### config.mk
export PLATFORM = sky130hd
export DESIGN_NAME = evt_tstamp_queue
export DESIGN_NICKNAME = d
export VERILOG_FILES = /design/src/rtl/tsq_pkg.sv /design/src/rtl/tsq_fifo.sv /design/src/rtl/tsq_regif.sv /design/src/rtl/evt_tstamp_queue.sv
export SDC_FILE = /design/constraint.sdc
export NUM_CORES = 1
export LEC_CHECK = 0
export BUFFER_PORTS_ARGS = -buffer_cell sky130_fd_sc_hd__buf_2
export CELL_PAD_IN_SITES_DETAIL_PLACEMENT = 1
export CELL_PAD_IN_SITES_GLOBAL_PLACEMENT = 1
export CORE_AREA = 2 2 320 322
export CTS_BUF_LIST = sky130_fd_sc_hd__clkbuf_4
export CTS_CLUSTER_SIZE = 28
export DETAILED_ROUTE_END_ITERATION = 6
export DIE_AREA = 0 0 322 324
export PLACE_DENSITY_LB_ADDON = 0.1
export SYNTH_ARGS = -nofsm -noshare
export SYNTH_HDL_FRONTEND = slang
export SYNTH_SLANG_ARGS = --single-unit
### constraint.sdc
create_clock -name clk -period 12.9 [get_ports clk]
set_input_delay 1.29 -clock clk [delete_from_list [all_inputs] [get_ports clk]]
set_output_delay 1.29 -clock clk [all_outputs]
set_load 0.02 [all_outputs]
### src/rtl/tsq_pkg.sv
package tsq_pkg;

    typedef struct packed {
        logic [31:0] sec;
        logic [31:0] ns;
        logic [15:0] seq;
        logic [3:0]  mtype;
        logic        is_tx;
    } tsq_entry_t;

    localparam int ENTRY_W = $bits(tsq_entry_t);

    typedef enum logic [2:0] {
        A_CTRL   = 3'd0,
        A_STAT   = 3'd1,
        A_NS_LO  = 3'd2,
        A_NS_HI  = 3'd3,
        A_SEC_LO = 3'd4,
        A_SEC_HI = 3'd5,
        A_SEQ    = 3'd6,
        A_INFO   = 3'd7
    } tsq_addr_e;

    localparam int CTRL_START = 0;
    localparam int CTRL_END   = 1;
    localparam int STAT_NE    = 0;
    localparam int STAT_OVF   = 1;
    localparam int INFO_TYPE  = 12;
    localparam int INFO_DIR   = 11;

    function automatic logic [15:0] info_word(tsq_entry_t e);
        logic [15:0] w;
        w = '0;
        w[INFO_TYPE +: 4] = e.mtype;
        w[INFO_DIR]       = e.is_tx;
        return w;
    endfunction

endpackage

### src/rtl/tsq_fifo.sv
module tsq_fifo
    import tsq_pkg::*;
#(
    parameter int DEPTH = 8
) (
    input  logic                         clk,
    input  logic                         rst,
    input  logic                         push,
    input  logic                         pop,
    input  tsq_entry_t                   din,
    output tsq_entry_t                   dout,
    output logic [$clog2(DEPTH+1)-1:0]   fill,
    output logic                         full,
    output logic                         empty
);
    localparam int PW = (DEPTH > 1) ? $clog2(DEPTH) : 1;
    localparam int FW = $clog2(DEPTH+1);

    tsq_entry_t       mem [DEPTH];
    logic [PW-1:0]    wptr, rptr;

    function automatic logic [PW-1:0] nxt(logic [PW-1:0] p);
        return (p == PW'(DEPTH-1)) ? '0 : p + 1'b1;
    endfunction

    always_ff @(posedge clk) begin
        if (rst) begin
            wptr <= '0;
            rptr <= '0;
            fill <= '0;
        end else begin
            if (push) begin
                mem[wptr] <= din;
                wptr      <= nxt(wptr);
            end
            if (pop) rptr <= nxt(rptr);
            case ({push, pop})
                2'b10:   fill <= fill + FW'(1);
                2'b01:   fill <= fill - FW'(1);
                default: fill <= fill;
            endcase
        end
    end

    assign dout  = mem[rptr];
    assign full  = (fill == FW'(DEPTH));
    assign empty = (fill == '0);
endmodule

### src/rtl/tsq_regif.sv
module tsq_regif
    import tsq_pkg::*;
(
    input  logic        clk,
    input  logic        rst,
    input  logic        reg_wr,
    input  logic [2:0]  reg_addr,
    input  logic [15:0] reg_wdata,
    input  tsq_entry_t  head,
    input  logic        q_empty,
    input  logic        ovf_set,
    output logic        start_evt,
    output logic        end_evt,
    output logic        ovf_clr,
    output logic        ovf_flag,
    output tsq_entry_t  snap,
    output logic [15:0] reg_rdata
);
    logic [1:0] ctrl_q;
    logic       ctrl_wr;

    assign ctrl_wr   = reg_wr && (tsq_addr_e'(reg_addr) == A_CTRL);
    assign start_evt = ctrl_wr && reg_wdata[CTRL_START] && !ctrl_q[CTRL_START];
    assign end_evt   = ctrl_wr && reg_wdata[CTRL_END]   && !ctrl_q[CTRL_END];
    assign ovf_clr   = reg_wr && (tsq_addr_e'(reg_addr) == A_STAT) && reg_wdata[STAT_OVF];

    always_ff @(posedge clk) begin
        if (rst) begin
            ctrl_q   <= '0;
            snap     <= '0;
            ovf_flag <= 1'b0;
        end else begin
            if (ctrl_wr) ctrl_q <= reg_wdata[1:0];
            if (start_evt && !q_empty) snap <= head;
            if (ovf_set)      ovf_flag <= 1'b1;
            else if (ovf_clr) ovf_flag <= 1'b0;
        end
    end

    always_comb begin
        reg_rdata = '0;
        case (tsq_addr_e'(reg_addr))
            A_CTRL:   reg_rdata[1:0] = ctrl_q;
            A_STAT: begin
                reg_rdata[STAT_NE]  = !q_empty;
                reg_rdata[STAT_OVF] = ovf_flag;
            end
            A_NS_LO:  reg_rdata = snap.ns[15:0];
            A_NS_HI:  reg_rdata = snap.ns[31:16];
            A_SEC_LO: reg_rdata = snap.sec[15:0];
            A_SEC_HI: reg_rdata = snap.sec[31:16];
            A_SEQ:    reg_rdata = snap.seq;
            A_INFO:   reg_rdata = info_word(snap);
            default:  reg_rdata = '0;
        endcase
    end
endmodule

### src/rtl/evt_tstamp_queue.sv
module evt_tstamp_queue
    import tsq_pkg::*;
#(
    parameter int DEPTH = 8
) (
    input  logic        clk,
    input  logic        rst,
    input  logic        cap_valid,
    input  logic        cap_is_tx,
    input  logic [15:0] cap_seq,
    input  logic [3:0]  cap_mtype,
    input  logic [31:0] now_sec,
    input  logic [31:0] now_ns,
    input  logic        en_global,
    input  logic        en_tx,
    input  logic        en_rx,
    input  logic        reg_wr,
    input  logic [2:0]  reg_addr,
    input  logic [15:0] reg_wdata,
    output logic [15:0] reg_rdata
);
    localparam int FW = $clog2(DEPTH+1);

    tsq_entry_t     cap_entry, head, snap;
    logic           cap_hit, push_ok, pop_ok, ovf_set;
    logic           start_evt, end_evt, ovf_clr, ovf_flag;
    logic           q_full, q_empty;
    logic [FW-1:0]  fill;

    assign cap_hit = cap_valid && en_global && (cap_is_tx ? en_tx : en_rx);
    assign pop_ok  = end_evt && !q_empty;
    assign push_ok = cap_hit && (!q_full || pop_ok);
    assign ovf_set = cap_hit && !push_ok;

    always_comb begin
        cap_entry.sec   = now_sec;
        cap_entry.ns    = now_ns;
        cap_entry.seq   = cap_seq;
        cap_entry.mtype = cap_mtype;
        cap_entry.is_tx = cap_is_tx;
    end

    tsq_fifo #(.DEPTH(DEPTH)) u_fifo (
        .clk(clk), .rst(rst), .push(push_ok), .pop(pop_ok),
        .din(cap_entry), .dout(head), .fill(fill),
        .full(q_full), .empty(q_empty)
    );

    tsq_regif u_regif (
        .clk(clk), .rst(rst), .reg_wr(reg_wr), .reg_addr(reg_addr),
        .reg_wdata(reg_wdata), .head(head), .q_empty(q_empty),
        .ovf_set(ovf_set), .start_evt(start_evt), .end_evt(end_evt),
        .ovf_clr(ovf_clr), .ovf_flag(ovf_flag), .snap(snap),
        .reg_rdata(reg_rdata)
    );
endmodule

; Word-level counts from Yosys, hierarchy flattened
; Memories as Yosys holds them, arrays and structs flattened. A register that Yosys moved wholly into a read port is not among the register bits.
; Index checks and enable logic that the tools add are counted.
[totals]
reg_bits = 13
mem_bits_rw = 680
elab_cells = 56
memories = 1
[mem_list]
columns = name, words, width, read_ports, rd_ports_with_merged_regs, wr, line
row1 = u_fifo.mem, 8, 85, 1, 1, 1, tsq_fifo.sv:19  ; tsq_entry_t mem [DEPTH];
[classes]
n_addsub = 4
n_eq_ne = 12
n_mux = 11
n_reduce_logical = 23
[op_table]
columns = cell, count
row1 = 14-bit case mux with 6 select lines, 1
row2 = "3-bit == test, second input constant", 6
row3 = 2-bit case mux with 8 select lines, 1
row4 = 1-bit logical AND, 13
row5 = 4-bit case mux with 2 select lines, 1
row6 = "3-bit by 1-bit adder with 3-bit output, second input constant", 2
row7 = "3-bit by 2-bit == test with 1-bit output, second input constant", 2
row8 = 1-bit 2-to-1 mux, 6
row9 = 3-bit 2-to-1 mux, 2
row10 = 1-bit zero test, 5
row11 = "4-bit by 1-bit adder with 4-bit output, second input constant", 1
row12 = "4-bit == test, second input constant", 1
row13 = 4-bit zero test, 1
row14 = 2-bit nonzero test, 2
row15 = "4-bit by 1-bit subtractor with 4-bit output, second input constant", 1
row16 = "3-bit by 1-bit == test with 1-bit output, second input constant", 1
row17 = 3-bit zero test, 1
row18 = "2-bit by 1-bit == test with 1-bit output, second input constant", 1
row19 = "2-bit == test, second input constant", 1
row20 = 1-bit logical OR, 1

; Logic depth before layout (Yosys ltp)
; Gate-level depths: netlist of run 1.
[logic_depth]
ltp_word = 10
mapped_depth = 10
ltp_nobuf = 9

; By module
; From an unflattened synthesis of run 1, not the netlist that was laid out.
[unflattened]
cells_unflattened = 1543
area_unflattened_um2 = 30874.6
[by_module_without_submodules]
columns = mod, n_inst, cells_per_inst, area_each_um2, seq_area_each_um2
row1 = tsq_fifo, 1, 1056, 26142.6, 20679.8
row2 = tsq_regif, 1, 481, 4678.2, 1761.7
row3 = evt_tstamp_queue, 1, 6, 53.8, 0.0

; Worst setup path before layout of run 1
; Ideal clock, no wire load.
[synth_path]
path_type = input -> register
start = input reg_addr[0]
end = memory u_fifo.mem[0][0] (netlist bit) (enable)
setup_time_ns = 0.767
t_arrival_ns = 10.957
slack_ns = 1.176
stages = 6
cell_sequence = buf_2 > nor4b_4 > and2_1 > buf_4 > o21ai_4 > nor4b_1
[synth_via]
elab_chain_len = 10
[synth_rtl]
columns = element, line
row1 = start: declaration, evt_tstamp_queue.sv:18  ; input logic [2:0] reg_addr,
row2 = 3-bit zero test, tsq_regif.sv:22  ; assign ctrl_wr = reg_wr && (tsq_addr_e'(reg_addr) == A_CTRL);
row3 = 1-bit logical AND, tsq_regif.sv:22
row4 = 1-bit logical AND (2 in a row), tsq_regif.sv:24  ; assign end_evt = ctrl_wr && reg_wdata[CTRL_END] && !ctrl_q[CTRL_END];
row5 = 1-bit logical AND, evt_tstamp_queue.sv:31  ; assign pop_ok = end_evt && !q_empty;
row6 = 1-bit logical OR, evt_tstamp_queue.sv:32  ; assign push_ok = cap_hit && (!q_full || pop_ok);
row7 = 1-bit logical AND, evt_tstamp_queue.sv:32
row8 = 1-bit 2-to-1 mux, tsq_fifo.sv:32  ; if (push) begin
row9 = 1-bit 2-to-1 mux, tsq_fifo.sv:27  ; if (rst) begin
row10 = 1-bit 2-to-1 mux (implied by the code), tsq_fifo.sv:33  ; mem[wptr] <= din;
row11 = end: declaration, tsq_fifo.sv:19
; No other way between the ends.

; Worst setup path in the final report of run 1
[layout_path]
start = input reg_addr[0]
end = output reg_rdata[0]
[layout_via]
elab_chain_len = 2
elab_cells_between_ends = 9
cone_classes = 7 x eq/ne / 1 x mux / 1 x reduce/logical
[layout_rtl]
columns = element, line
row1 = 3-bit == test (tied with other cells), tsq_regif.sv:42  ; case (tsq_addr_e'(reg_addr))
row2 = 2-bit case mux with 8 select lines (*), tsq_regif.sv:42
row3 = end: declaration, evt_tstamp_queue.sv:20  ; output logic [15:0] reg_rdata
; Mark *: on every way between the ends. The rest lies on a longest branch, timed or not.

==> results.tsv, run 1 <==
stage	metric	value	unit
status	status	finished, final reports clean	
grt	antenna_found_initial	14	
sta	setup_viol	0	
finish	seq_area	22400	µm²
min_path	holdPathEnd	u_regif.ovf_flag$_SDFFE_PP0P_	
job	cap_violations	0	
logic_synthesis	synthCells	1463	
place	dpl.hpwl	43900	µm
logic_synthesis	synth_flop_cell	edfxtp_1	
cts	postCtsSetupRepairBufs	0	
cts	cts.sinks	778	
worst_setup_path	path_class	in2out	
cts	postCtsHoldBufs	0	
route	vias_per_cell	4.69	
logic_synthesis	synth.distinct_cells	48	
place	gp_congestion	0.699	
cts	post_cts.resized_instances	0	
sta	post-route-min-period	5.13	ns
grt	grt_pass1_vias	16566	
finish	postLayoutCellArea	35000	µm²
min_path	hold_depth	2	
finish	final_common_cell	edfxtp_1	
sta	relSlewSlack	32.0	%
finish	drive_gt1_share	40.9	%
logic_synthesis	syn_area	30100	µm²
finish	multiInputGateArea	7320	µm²
worst_setup_path	timing.rr.end	u_fifo.mem[5][61]$_DFFE_PP_	
route	drtPass1Iterations	4	
worst_setup_path	rr_worst_depth	5	
finish	final_cell_mix	edfxtp_1, clkbuf_4, mux4_2	
pwr	p_leak	0.0108	µW
die	ios	127	
sta	period_share	39.8	%
cts	cts_buffers	209	
logic_synthesis	syn_avg_cell_area	20.6	µm²
sta	slew_violations	0	
min_path	hold_class	reg2reg	
worst_setup_path	r2r-start	u_regif.ctrl_q[1]$_SDFFE_PP0N_	
cts	clk-insertion-delay-late	1.05	ns
route	drt_iter0_drc	789	
die	core	101000	µm²
finish	nNetsFinal	1848	
logic_synthesis	syn_nets	1581	
worst_setup_path	crit_start	reg_addr[0]	
worst_setup_path	worst_ep_required_time	11.61	ns
cts	cts_tree	done	
logic_synthesis	synth_async_sr_flop_share	0	%
route	drc	0	
route	routed_wl	78600	µm
sta	rsz0062_at_grt	false	
worst_setup_path	worstPathMaxFanout	35	
cts	clockRootBuffer	clkbuf_4	
worst_setup_path	start_kind	primary input	
min_path	hp-start	u_regif.ovf_flag$_SDFFE_PP0P_	
cts	htreeDepth	4	
finish	areaGrowthSynthToFinish	16.2	%
grt	grt_max_degree	76	
cts	cts.path.max_buffers	3	
sta	worstMarginPinSlew	1.01	ns
grt	gr-total-overflow	0	
die	die_area	104000	µm²
place	placed_cell_area	32200	µm²
sta	tns	0	ns
pwr	pwr_density_cell	146	nW/µm²
place	portBuffers	112	
die	die_y	324	µm
route	via_count	15053	
route	ant_nets	0	
worst_setup_path	critPathArrivalTime	3.84	ns
logic_synthesis	yosysWarnings	0	
logic_synthesis	ys_ff_latch	778	
worst_setup_path	ff2ff_setup_slack	9.63	ns
logic_synthesis	synth_edf_count	680	
sta	max_freq	195	MHz
worst_setup_path	cp-end-kind	output pin	
logic_synthesis	seq_area_frac_synth	74.3	%
sta	hold_viol	0	
die	initial_utilization	29.8	%
finish	fill_cells	10096	
grt	grt_use_total	15.3	%
route	wl_per_cell	24.5	µm
die	fp-row-count	117	
sta	finClkSkew	0.0493	ns
grt	grt_pass1_wl	113000	µm
die	die_w	322	µm
pwr	peakVddDrop	0.0552	mV
cts	path_clk_slew	0.06	ns
==> metrics by stage <==
stage | util, % | power, µW | hold slack (ns) | setup WS (ns) | std cells
2_1_floorplan | - | 2850 | 0.461 | 1.18 | 1463
3_3_place_gp | 31.9 | 2910 | 0.499 | 7.82 | 2828
3_5_place_dp | 31.9 | 2920 | 0.499 | 7.79 | 2828
4_1_cts | 34.6 | 5220 | 0.326 | 7.80 | 3205
5_1_grt | 34.6 | 5350 | 0.378 | 7.65 | 3206
6_report | 34.6 | 5110 | 0.510 | 7.77 | 3207
==> worst max-delay path: stages <==
cell and delay [ns]:
buf_2 0.08, buf_4 0.47, nor2b_1 0.69, nand2_1 0.24, o21ai_0 0.17, a21oi_1 0.10, a21oi_1 0.46, buf_2 0.27
==> worst max-delay path by stage <==
stage | slack [ns] | to
2_1_floorplan | 1.18 | u_fifo.mem[0][0]$_DFFE_PP_
3_3_place_gp | 7.82 | u_fifo.mem[5][63]$_DFFE_PP_
3_5_place_dp | 7.79 | u_fifo.mem[5][63]$_DFFE_PP_
4_1_cts | 7.80 | reg_rdata[0]
5_1_grt | 7.65 | reg_rdata[0]
6_report | 7.77 | reg_rdata[0]
==> final cells by class <==
class / instances / share of cell area, %
Antenna cell: 2 / 0.0143
Clock inverter: 46 / 0.887
Clock buffer: 331 / 7.10
Multi-Input combinational cell: 592 / 20.9
Sequential cell: 778 / 64.0
Timing Repair Buffer: 145 / 2.36
Inverter: 4 / 0.0429
Tap cell: 1309 / 4.68
==> Yosys cell counts, types with 10 or more instances <==
library cell  count  area, µm²
edfxtp_1        680      20400
mux4_2          171       3850
mux2i_1         107       1070
dfxtp_1          98       1960
nor2_1           95        357
a211oi_2         80       1000
clkbuf_1         34        128
buf_2            31        155
nand2_1          24       90.1
a22oi_1          12       90.1
nor2_2           11       68.8
buf_1            10       37.5
buf_6            10        113
o221ai_1         10       87.6
==> logic make-up (layout without fill, tap and decap cells) <==
logic type	after synthesis	after routing	share of synthesized area, %
flops	778	778	74.3
buf+inv	93	526	1.59
compound gates	136	136	4.73
other cells	0	2	0
mux	284	284	16.6
simple gates	163	163	2.46
xor+xnor	2	2	0.0581
fa+ha+maj	7	7	0.316
==> where the power goes <==
group          switching, µW  internal, µW
clock                   1010          1240
combinational           77.3          34.7
sequential              5.31          2740
total                   1100          4010
==> sequential cells by signal, indices dropped and copies added (netlist names) <==
register	cells
u_fifo.fill	4
u_fifo.mem	680
u_fifo.rptr	3
u_fifo.wptr	3
u_regif.ctrl_q	2
u_regif.ovf_flag	1
u_regif.snap	85
==> routing by layer <==
| layer | GRT usage [%] | wire length [µm] | up-vias | share of wire (%) |
|---|---|---|---|---|
| met5 | 0 | 95 | - | 0.12 |
| met1 | 20.0 | 36000 | 7867 | 46 |
| met2 | 24.2 | 36900 | 335 | 47 |
| met4 | 5.44 | 1690 | 16 | 2.1 |
| met3 | 4.55 | 3930 | 142 | 5.0 |
| li1 | - | - | 6693 | - |
Power figures use the tool's default switching activity.
==> run 2: changes to the inputs <==
==> constraint.sdc (replaced) <==
create_clock -name clk -period 5.2 [get_ports clk]
set_input_delay 0.52 -clock clk [delete_from_list [all_inputs] [get_ports clk]]
set_output_delay 0.52 -clock clk [all_outputs]
set_load 0.02 [all_outputs]
==> run 2 against run 1 <==
Compared with the run above:
- via count up 3.3%
- sequential cell count unchanged
- design area up 3.0%
- routed wire length up 0.26%
- worst setup slack worse by 6.0 ns
- utilization up 1.1 points
- die area unchanged
- non-clock buffer count up 101
- final cell count up 2.9%
- critical endpoint is now reg_rdata[1]
==> results.tsv, run 2 (synthesized netlist as in run 1, its figures left out) <==
stage	metric	value	unit	change
die	initial_utilization	29.8	%	unchanged
cts	cts.sinks	778		unchanged
die	core	101000	µm²	unchanged
cts	cts_tree	done		
place	post-place-ws	1.65	ns	-6.14 ns
pwr	pwr_density_cell	349	nW/µm²	+140%
sta	max_freq	292	MHz	
pwr	p_leak	0.0112	µW	+4.0%
route	vias_per_cell	4.71		+0.36%
worst_setup_path	worst_ep_required_time	4.68	ns	-6.93 ns
job	cap_violations	0		unchanged
die	ios	127		unchanged
status	status	finished, final reports clean		
place	dp.cells	2835		+0.25%
grt	grt_pass1_vias	17281		+4.3%
finish	seq_area	22400	µm²	unchanged
cts	clk-insertion-delay-late	1.04	ns	about the same
finish	reg.largest.list	u_fifo.mem: 680 flops, u_regif.snap: 85 flops, u_fifo.fill: 4 flops		
route	drtPass1Iterations	4		unchanged
place	placed_cell_area	32400	µm²	+0.70%
worst_setup_path	worstPathMaxFanout	22		-37%
route	ant_nets	0		unchanged
finish	stdcell_count	3300		+2.9%
cts	postCtsSetupRepairBufs	0		unchanged
die	fp-row-count	117		unchanged
grt	antenna_found_initial	7		-7
pwr	p_clk_share	43.1	%	-0.9 points
worst_setup_path	start_kind	primary input		
finish	largest_reg_flops	680		unchanged
finish	multiInputGateArea	7360	µm²	+0.50%
finish	areaGrowthSynthToFinish	19.7	%	
place	portBuffers	112		unchanged
sta	post-route-min-period	3.42	ns	
place	dpl.hpwl	45200	µm	+2.9%
route	via_count	15546		+3.3%
finish	postLayoutCellArea	36100	µm²	+3.0%
cts	cts.path.max_buffers	3		unchanged
sta	worstMarginPinSlew	1.15	ns	+0.142 ns
route	drc	0		unchanged
pwr	comb_power_share	2.7	%	+0.5 points
finish	final_cell_mix	edfxtp_1, clkbuf_4, mux4_2		
pwr	switching_share	21.7	%	+0.19 points
sta	setup_viol	0		unchanged
min_path	hold_class	in2reg		
sta	relSlewSlack	22.1	%	-9.9 points
cts	clockRootBuffer	clkbuf_4		
pwr	peakVddDrop	0.118	mV	+110%
finish	fill_cells	10025		-0.70%
sta	fin_ws	1.78	ns	-5.99 ns
route	wl_per_cell	23.9	µm	-2.6%
route	routed_wl	78800	µm	+0.26%
die	die_w	322	µm	unchanged
sta	period_share	65.9	%	
sta	slew_violations	0		unchanged
worst_setup_path	path_class	in2out		
pwr	seqPwrFrac	54.3	%	+0.5 points
grt	grt_use_total	15.4	%	+0.12 points
pwr	internal_power	9850	µW	+150%
pwr	switchingPower	2720	µW	+150%
grt	grt_max_degree	75		-1.3%
sta	hold_viol	0		unchanged
place	gp_congestion	0.712		+1.8%
worst_setup_path	critPathArrivalTime	2.90	ns	-0.94 ns
cts	cts_buffers	208		-0.48%
cts	htreeDepth	4		unchanged
die	die_y	324	µm	unchanged
grt	grt_pass1_wl	115000	µm	+1.4%
sta	rsz0062_at_grt	false		
die	die_area	104000	µm²	unchanged
finish	regMostFlops	u_fifo.mem		
route	drt_iter0_drc	880		+12%
finish	final_common_cell	edfxtp_1		
grt	gr-total-overflow	0		unchanged
worst_setup_path	cp-end-kind	output pin		
cts	path_clk_slew	0.06	ns	about the same
finish	drive_gt1_share	39.1	%	-1.8 points
finish	nNetsFinal	1948		+5.4%
sta	finClkSkew	0.0725	ns	+0.0232 ns
==> run 2: per-stage QoR <==
step	total power [µW]	setup TNS [ns]	hold slack, ns	util [%]
floorplan	7080	-133.73	0.461	-
global placement	7220	0	0.502	32.1
detailed placement	7240	0	0.517	32.1
CTS	12800	0	0.0861	35.7
global route	13200	0	0.161	35.7
finish	12600	0	0.256	35.7
==> run 2: final timing paths <==
| kind | end | startpoint | slack, ns | cells after the start |
|---|---|---|---|---|
| setup / recovery | reg_rdata[1] | reg_addr[0] | 1.78 | 6 |
| hold / removal | u_fifo.mem[1][71]$_DFFE_PP_ | now_sec[18] | 0.26 | 2 |
| setup reg to reg | u_fifo.mem[7][35]$_DFFE_PP_ | u_regif.ctrl_q[1]$_SDFFE_PP0N_ | 2.46 | 5 |
| hold reg to reg | u_regif.snap[57]$_SDFFE_PP0P_ | u_regif.snap[57]$_SDFFE_PP0P_ | 0.51 | 2 |
==> run 2: what timing repair did <==
item,CTS,global route
hold endpoints to repair,739,0
gates resized for setup,0,0
hold buffers,94,0
==> run 2: power groups by stage <==
stage / registers (µW) / clock network (µW) / logic, µW
4_1_cts: 6820 / 5670 / 346
3_3_place_gp: 6950 / 0 / 273
6_report: 6820 / 5410 / 336
5_1_grt: 6820 / 5990 / 370
2_1_floorplan: 6950 / 0 / 127
3_5_place_dp: 6950 / 0 / 284
==> run 2: layout make-up <==
class | instances | area share (%)
repair buffers | 246 | 5.43
flip-flops and latches | 778 | 62.1
diodes | 4 | 0.0278
multi-input cells | 592 | 20.4
clock inverters | 43 | 0.701
well taps | 1309 | 4.54
clock buffers | 324 | 6.75
inverters | 4 | 0.0416
==> run 2: routing by layer <==
metal	up-vias	GRT usage [%]	routed length, µm
met5	-	0	41
li1	6911	-	-
met1	8135	20.8	36500
met4	6	5.83	1920
met2	351	24.2	36400
met3	143	3.71	3920
==> run 2: critical path: stages <==
cell     delay [ns]
buf_2          0.28
buf_4          0.31
nor2b_1        0.71
a21oi_1        0.16
o21ai_0        0.61
buf_2          0.30
